**config.mk**
```make
export PLATFORM = sky130hd
export DESIGN_NAME = disp_reg_decoder
export DESIGN_NICKNAME = d
export VERILOG_FILES = /design/src/rtl/disp_reg_pkg.sv /design/src/rtl/disp_port_decode.sv /design/src/rtl/disp_reg_group.sv /design/src/rtl/disp_reg_decoder.sv
export SDC_FILE = /design/constraint.sdc
export NUM_CORES = 1
export LEC_CHECK = 0
export ABC_AREA = 1
export BUFFER_PORTS_ARGS = -buffer_cell sky130_fd_sc_hd__buf_2
export CAP_MARGIN = 10
export CORE_MARGIN = 2
export CORE_UTILIZATION = 40
export DETAILED_ROUTE_END_ITERATION = 10
export GPL_TIMING_DRIVEN = 0
export PLACE_DENSITY_LB_ADDON = 0.12
export SYNTH_ARGS = -nofsm -noshare
export SYNTH_HDL_FRONTEND = slang
export SYNTH_SLANG_ARGS = --single-unit
export TNS_END_PERCENT = 1
```
**constraint.sdc**
```tcl
create_clock -name clk -period 1.75 [get_ports clk]
set_input_delay 0.175 -clock clk [delete_from_list [all_inputs] [get_ports clk]]
set_output_delay 0.175 -clock clk [all_outputs]
set_load 0.01 [all_outputs]
```
**src/rtl/disp_reg_pkg.sv**
```systemverilog
package disp_reg_pkg;

    localparam logic [15:0] PORT_MISC_WR = 16'h03C2;
    localparam logic [15:0] PORT_MISC_RD = 16'h03CC;
    localparam logic [15:0] PORT_SEQ_IDX = 16'h03C4;
    localparam logic [15:0] PORT_SEQ_DAT = 16'h03C5;
    localparam logic [15:0] PORT_GFX_IDX = 16'h03CE;
    localparam logic [15:0] PORT_GFX_DAT = 16'h03CF;
    localparam logic [15:0] PORT_CRT_IDX = 16'h03D4;
    localparam logic [15:0] PORT_CRT_DAT = 16'h03D5;

    typedef enum logic [3:0] {
        SEL_NONE,
        SEL_SEQ_IDX,
        SEL_SEQ_DAT,
        SEL_GFX_IDX,
        SEL_GFX_DAT,
        SEL_CRT_IDX,
        SEL_CRT_DAT,
        SEL_MISC_WR,
        SEL_MISC_RD
    } port_sel_e;

endpackage

```
**src/rtl/disp_port_decode.sv**
```systemverilog
module disp_port_decode
    import disp_reg_pkg::*;
(
    input  logic [15:0] addr,
    output port_sel_e   sel
);

    always_comb begin
        unique case (addr)
            PORT_SEQ_IDX: sel = SEL_SEQ_IDX;
            PORT_SEQ_DAT: sel = SEL_SEQ_DAT;
            PORT_GFX_IDX: sel = SEL_GFX_IDX;
            PORT_GFX_DAT: sel = SEL_GFX_DAT;
            PORT_CRT_IDX: sel = SEL_CRT_IDX;
            PORT_CRT_DAT: sel = SEL_CRT_DAT;
            PORT_MISC_WR: sel = SEL_MISC_WR;
            PORT_MISC_RD: sel = SEL_MISC_RD;
            default:      sel = SEL_NONE;
        endcase
    end

endmodule

```
**src/rtl/disp_reg_group.sv**
```systemverilog
module disp_reg_group #(
    parameter int          NREG       = 5,
    parameter bit          PROT_EN    = 1'b0,
    parameter int          PROT_REG   = 17,
    parameter int          PROT_BIT   = 7,
    parameter int          PROT_LAST  = 7,
    parameter logic [7:0]  PROT_KEEP  = 8'h10
) (
    input  logic       clk,
    input  logic       rst,
    input  logic       idx_wr,
    input  logic       dat_wr,
    input  logic [7:0] wdata,
    output logic [7:0] idx_rd,
    output logic [7:0] dat_rd
);

    localparam int IDX_W = (NREG > 1) ? $clog2(NREG) : 1;

    typedef struct packed {
        logic [IDX_W-1:0]     idx;
        logic [NREG-1:0][7:0] regs;
    } grp_state_t;

    grp_state_t st_d, st_q;
    logic       hit;
    logic       prot_on;
    logic       prot_hit;
    logic [7:0] cur_val;

    generate
        if (PROT_EN) begin : g_prot
            assign prot_on = st_q.regs[PROT_REG][PROT_BIT];
        end else begin : g_noprot
            assign prot_on = 1'b0;
        end
    endgenerate

    assign hit      = (32'(st_q.idx) < 32'(NREG));
    assign cur_val  = hit ? st_q.regs[st_q.idx] : 8'h00;
    assign prot_hit = prot_on && (32'(st_q.idx) <= 32'(PROT_LAST));

    always_comb begin
        st_d = st_q;
        if (idx_wr) begin
            st_d.idx = wdata[IDX_W-1:0];
        end
        if (dat_wr && hit) begin
            if (!prot_hit) begin
                st_d.regs[st_q.idx] = wdata;
            end else if (32'(st_q.idx) == 32'(PROT_LAST)) begin
                st_d.regs[st_q.idx] = (cur_val & ~PROT_KEEP) | (wdata & PROT_KEEP);
            end
        end
    end

    always_ff @(posedge clk) begin
        if (rst) st_q <= '0;
        else     st_q <= st_d;
    end

    assign idx_rd = {{(8 - IDX_W){1'b0}}, st_q.idx};
    assign dat_rd = cur_val;

    // index holds unless its port is written
    a_r2_idx_hold: assert property (@(posedge clk) disable iff (rst)
        !idx_wr |=> $stable(st_q.idx));

    // data writes beyond the register count leave the array untouched
    a_r5_unimpl_ignore: assert property (@(posedge clk) disable iff (rst)
        (dat_wr && !hit) |=> $stable(st_q.regs));

    // reset clears the whole state
    a_r8_reset_clear: assert property (@(posedge clk)
        rst |=> (st_q == '0));

    generate
        if (PROT_EN) begin : g_prot_chk
            // fully guarded registers keep their value
            a_r6_prot_block: assert property (@(posedge clk) disable iff (rst)
                (dat_wr && prot_on && 32'(st_q.idx) < 32'(PROT_LAST)) |=> $stable(st_q.regs));
            // in the last guarded register only the keep bits may move
            a_r6_prot_keep: assert property (@(posedge clk) disable iff (rst)
                (dat_wr && prot_on && 32'(st_q.idx) == 32'(PROT_LAST))
                |=> ((st_q.regs[PROT_LAST] & ~PROT_KEEP) ==
                     $past(st_q.regs[PROT_LAST] & ~PROT_KEEP)));
        end
    endgenerate

endmodule

```
**src/rtl/disp_reg_decoder.sv**
```systemverilog
module disp_reg_decoder
    import disp_reg_pkg::*;
#(
    parameter int SEQ_REGS = 5,
    parameter int GFX_REGS = 9,
    parameter int CRT_REGS = 25
) (
    input  logic        clk,
    input  logic        rst,
    input  logic [15:0] io_addr,
    input  logic        io_wr,
    input  logic        io_rd,
    input  logic [7:0]  io_wdata,
    input  logic [7:0]  status_in,
    output logic [7:0]  io_rdata,
    output logic [7:0]  misc_out
);

    localparam int NGRP = 3;

    typedef struct packed {
        logic [7:0] misc;
    } top_state_t;

    port_sel_e  sel;
    top_state_t st_d, st_q;
    logic [NGRP-1:0]      g_idx_wr, g_dat_wr;
    logic [NGRP-1:0][7:0] g_idx_rd, g_dat_rd;
    logic [7:0]           rd_mux;

    disp_port_decode i_dec (.addr(io_addr), .sel(sel));

    assign g_idx_wr[0] = io_wr && (sel == SEL_SEQ_IDX);
    assign g_dat_wr[0] = io_wr && (sel == SEL_SEQ_DAT);
    assign g_idx_wr[1] = io_wr && (sel == SEL_GFX_IDX);
    assign g_dat_wr[1] = io_wr && (sel == SEL_GFX_DAT);
    assign g_idx_wr[2] = io_wr && (sel == SEL_CRT_IDX);
    assign g_dat_wr[2] = io_wr && (sel == SEL_CRT_DAT);

    disp_reg_group #(.NREG(SEQ_REGS), .PROT_EN(1'b0)) i_seq (
        .clk(clk), .rst(rst), .idx_wr(g_idx_wr[0]), .dat_wr(g_dat_wr[0]),
        .wdata(io_wdata), .idx_rd(g_idx_rd[0]), .dat_rd(g_dat_rd[0]));

    disp_reg_group #(.NREG(GFX_REGS), .PROT_EN(1'b0)) i_gfx (
        .clk(clk), .rst(rst), .idx_wr(g_idx_wr[1]), .dat_wr(g_dat_wr[1]),
        .wdata(io_wdata), .idx_rd(g_idx_rd[1]), .dat_rd(g_dat_rd[1]));

    disp_reg_group #(.NREG(CRT_REGS), .PROT_EN(1'b1), .PROT_REG(17), .PROT_BIT(7),
                     .PROT_LAST(7), .PROT_KEEP(8'h10)) i_crt (
        .clk(clk), .rst(rst), .idx_wr(g_idx_wr[2]), .dat_wr(g_dat_wr[2]),
        .wdata(io_wdata), .idx_rd(g_idx_rd[2]), .dat_rd(g_dat_rd[2]));

    always_comb begin
        st_d = st_q;
        if (io_wr && sel == SEL_MISC_WR) st_d.misc = io_wdata;
    end

    always_ff @(posedge clk) begin
        if (rst) st_q <= '0;
        else     st_q <= st_d;
    end

    always_comb begin
        unique case (sel)
            SEL_SEQ_IDX: rd_mux = g_idx_rd[0];
            SEL_SEQ_DAT: rd_mux = g_dat_rd[0];
            SEL_GFX_IDX: rd_mux = g_idx_rd[1];
            SEL_GFX_DAT: rd_mux = g_dat_rd[1];
            SEL_CRT_IDX: rd_mux = g_idx_rd[2];
            SEL_CRT_DAT: rd_mux = g_dat_rd[2];
            SEL_MISC_WR: rd_mux = status_in;
            SEL_MISC_RD: rd_mux = st_q.misc;
            default:     rd_mux = 8'h00;
        endcase
    end

    assign io_rdata = io_rd ? rd_mux : 8'h00;
    assign misc_out = st_q.misc;

    // misc register moves only on a write at its write port
    a_r3_misc_hold: assert property (@(posedge clk) disable iff (rst)
        !(io_wr && io_addr == PORT_MISC_WR) |=> $stable(misc_out));

    // reads at the misc write port return the status input
    a_r4_status_read: assert property (@(posedge clk) disable iff (rst)
        (io_rd && io_addr == PORT_MISC_WR) |-> (io_rdata == status_in));

    // a misc write is visible on misc_out next cycle
    a_r10_misc_follow: assert property (@(posedge clk) disable iff (rst)
        (io_wr && io_addr == PORT_MISC_WR) |=> (misc_out == $past(io_wdata)));

    // at most one group index strobe at a time
    a_r9_one_strobe: assert property (@(posedge clk) disable iff (rst)
        $onehot0({g_idx_wr, g_dat_wr}));

endmodule

```
==> summary.txt <==
Gr ovfl total: 0
CTS tree: done
Fin crit share: 165%
Largest net degree at the start of global routing: 13
Status: finished, violations left
Die Width: 204 um
Vias per cell: 5.45
Syn avg cell area: 6.57 um^2
R2r startpoint: i_crt.idx_rd[4]$_SDFFE_PP0P_
Fmax: 346 MHz
DIE AREA: 0.0415 mm^2
Post-synthesis sequential area ratio: 41.7%
Placed insts: 2998
Setup ws final: -1.14 ns
Post-Syn Area: 0.0159 mm^2
Hold Vio Cnt, Final: 0
HP Class: in -> reg
First-pass GRT wire length: 94.7 mm
Core area: 0.0395 mm^2
Worst Hold Launch: io_wdata[6]
Post-Synthesis Net Count: 2465
Cell Count, Final, Fillers Out: 3094
Antenna violations before repair: 0
Worst Max-Slew Pin Slew: 0.945 ns
Most frequent cells in the layout: nand2_1, dfxtp_1, nor2_1, inv_1, nand3_1
DRT Wirelength: 62.5 mm
Tmin final: 2.89 ns
Detail Route Antenna Nets: 0
Clock Tree Buf Depth: 3
# IOs: 52
Clock transition at path regs: 0.06 ns
Vias in the first global route: 15900
Clock latency on the worst-skew pair: 0.58 ns
Violated checks: setup timing
Max-cap violations: 0
Crit. End Element: output pin
CP arrival: 2.72 ns
Pre-antenna DRT Iters: 5
Final Slew Violations: 0
Detailed Place HPWL: 43.0 mm
Post-Synthesis Cells: 2429
# H-tree levels: 2
Die height: 204 um
Peak supply drop: 0.000707 V
Initial Util: 40.3%
Gpl congestion: 0.926
Crit-path max FO: 10
Fin nets: 2575
Yosys cell types: 33
CTS Sinks: 332
Pwr per Cell Area: 858 mW/mm^2
TritonCTS buffer count: 40
Layout Area Growth over Synthesis: 20.7%
RSZ-0062 raised after global routing: yes
Root buf cell: clkbuf_16
DR vias: 16800
Final setup fails: 224
Total track usage: 30.0%
Worst setup SP type: flip-flop
Number of antenna diodes: 0
DRT iter0 DRCs: 1765
Crit path required time: 1.57 ns
DR WL/cell: 20.2 um
Worst Skew: 0.0273 ns
Slew headroom: 37.0%
Most common cell after layout, fill and taps aside: nand2_1
Pre-CTS setup slack: -1.32 ns
Flop and latch count out of synthesis: 332
Leak Pwr: 0.00753 uW
Layout cells sized above 1: 14.2%
Crit Path Class: reg -> out
Worst setup path startpoint: i_crt.idx_rd[0]$_SDFFE_PP0P_
Cell row count: 73
YS warnings: 0
Number of remaining DRC errors: 0
Port Buf Inserts: 44
## worst max-delay path: stages (launching register included)
cell	delay (ns)
dfxtp_4	0.44
buf_12	0.17
nor2_4	0.06
buf_12	0.14
buf_12	0.16
nand2_1	0.06
nand4_1	0.17
and2_4	0.21
nor2_4	0.13
nand2_2	0.09
nand2_1	0.08
nand2_2	0.10
nor2_4	0.15
nor2_2	0.05
buf_2	0.14
## cells by family after synthesis
family | synth area share [%]
compound gates | 15.6
flops | 41.7
simple gates | 33.1
buf+inv | 9.58
## metal layers
metal,vias up,share of wire [%],track usage (%)
met2,799,44,48.3
met3,177,7.8,4.03
met5,-,0,0
met1,7808,43,40.0
met4,0,5.0,13.3
li1,8065,-,-
## final cells by class
type | count | area, um^2
Clock inverter | 13 | 104
Multi-Input combinational cell | 1714 | 8290
Tap cell | 525 | 657
Timing Repair Buffer | 68 | 494
Buffer | 128 | 853
Fill cell | 4033 | 20300
Inverter | 255 | 993
Sequential cell | 332 | 6660
Clock buffer | 59 | 1200
## Yosys cell counts, drive strengths merged
| cell type | instances | area, um^2 |
|---|---|---|
| buf | 51 | 280 |
| clkbuf | 77 | 290 |
| nor2 | 347 | 1340 |
| nand3 | 206 | 1060 |
| o211ai | 4 | 30.0 |
| dfxtp | 332 | 6650 |
| a21oi | 194 | 971 |
| clkinv | 4 | 15.0 |
| o221ai | 1 | 8.76 |
| a31oi | 1 | 6.26 |
| o21bai | 1 | 7.51 |
| or2 | 8 | 50.1 |
| a21boi | 1 | 7.51 |
| o21ai | 73 | 365 |
| inv | 251 | 942 |
| o22ai | 31 | 194 |
| a211oi | 101 | 758 |
| a22oi | 9 | 67.6 |
| o2111ai | 9 | 78.8 |
| and2 | 4 | 25.0 |
| nand2 | 701 | 2660 |
| nor3 | 2 | 15.0 |
| nand4 | 21 | 131 |
## stage by stage
stage	instance area, um^2	TNS [ns]	total power, uW	utilization (%)	hold WS, ns
final	19300	-147.51	16500	48.7	0.0663
after floorplan	16000	-0.201	7980	-	0.351
after detailed placement	16900	-219.19	8250	42.6	0.439
after global placement	16900	-217.07	8250	42.6	0.429
after global routing	19300	-188.42	16900	48.7	0.0691
after CTS	18900	-125.39	16600	47.8	0.0268
## sequential cells by signal, indices dropped and copies added (netlist names), named ones only
| signal | count |
|---|---|
| misc_out | 8 |
| i_gfx.st_q | 72 |
| i_seq.st_q | 40 |
| i_crt.prot_on | 1 |
| i_gfx.idx_rd | 4 |
| i_seq.idx_rd | 3 |
| i_crt.idx_rd | 5 |
| i_crt.st_q | 174 |
## what timing repair did
item | 4_1_cts | 5_1_grt
gates resized for setup | 195 | 83
cloned | 1 | 1
hold buffers | 1 | 0
pin swaps | 25 | 27
endpoints found under the hold margin | 1 | 0
setup buffers | 16 | 5
endpoints found under the setup margin | 320 | 314
## final timing paths
path,to,slack (ns),cells after the start
min reg2reg,i_crt.st_q[8]$_SDFFE_PP0P_,0.45,2
max reg2reg,flip-flop,-0.80,11
max,io_rdata[5],-1.14,14
min,i_gfx.st_q[62]$_SDFFE_PP0P_,0.07,3
## power breakdown
part	total, uW	leakage [uW]	switching (uW)	internal (uW)
combinational	552	0.00420	462	90.0
clock	8400	0.000652	3480	4920
sequential	7550	0.00268	0.0152	7550
total	16500	0.00753	3950	12600
No activity file was read; power rests on OpenSTA's default activity.
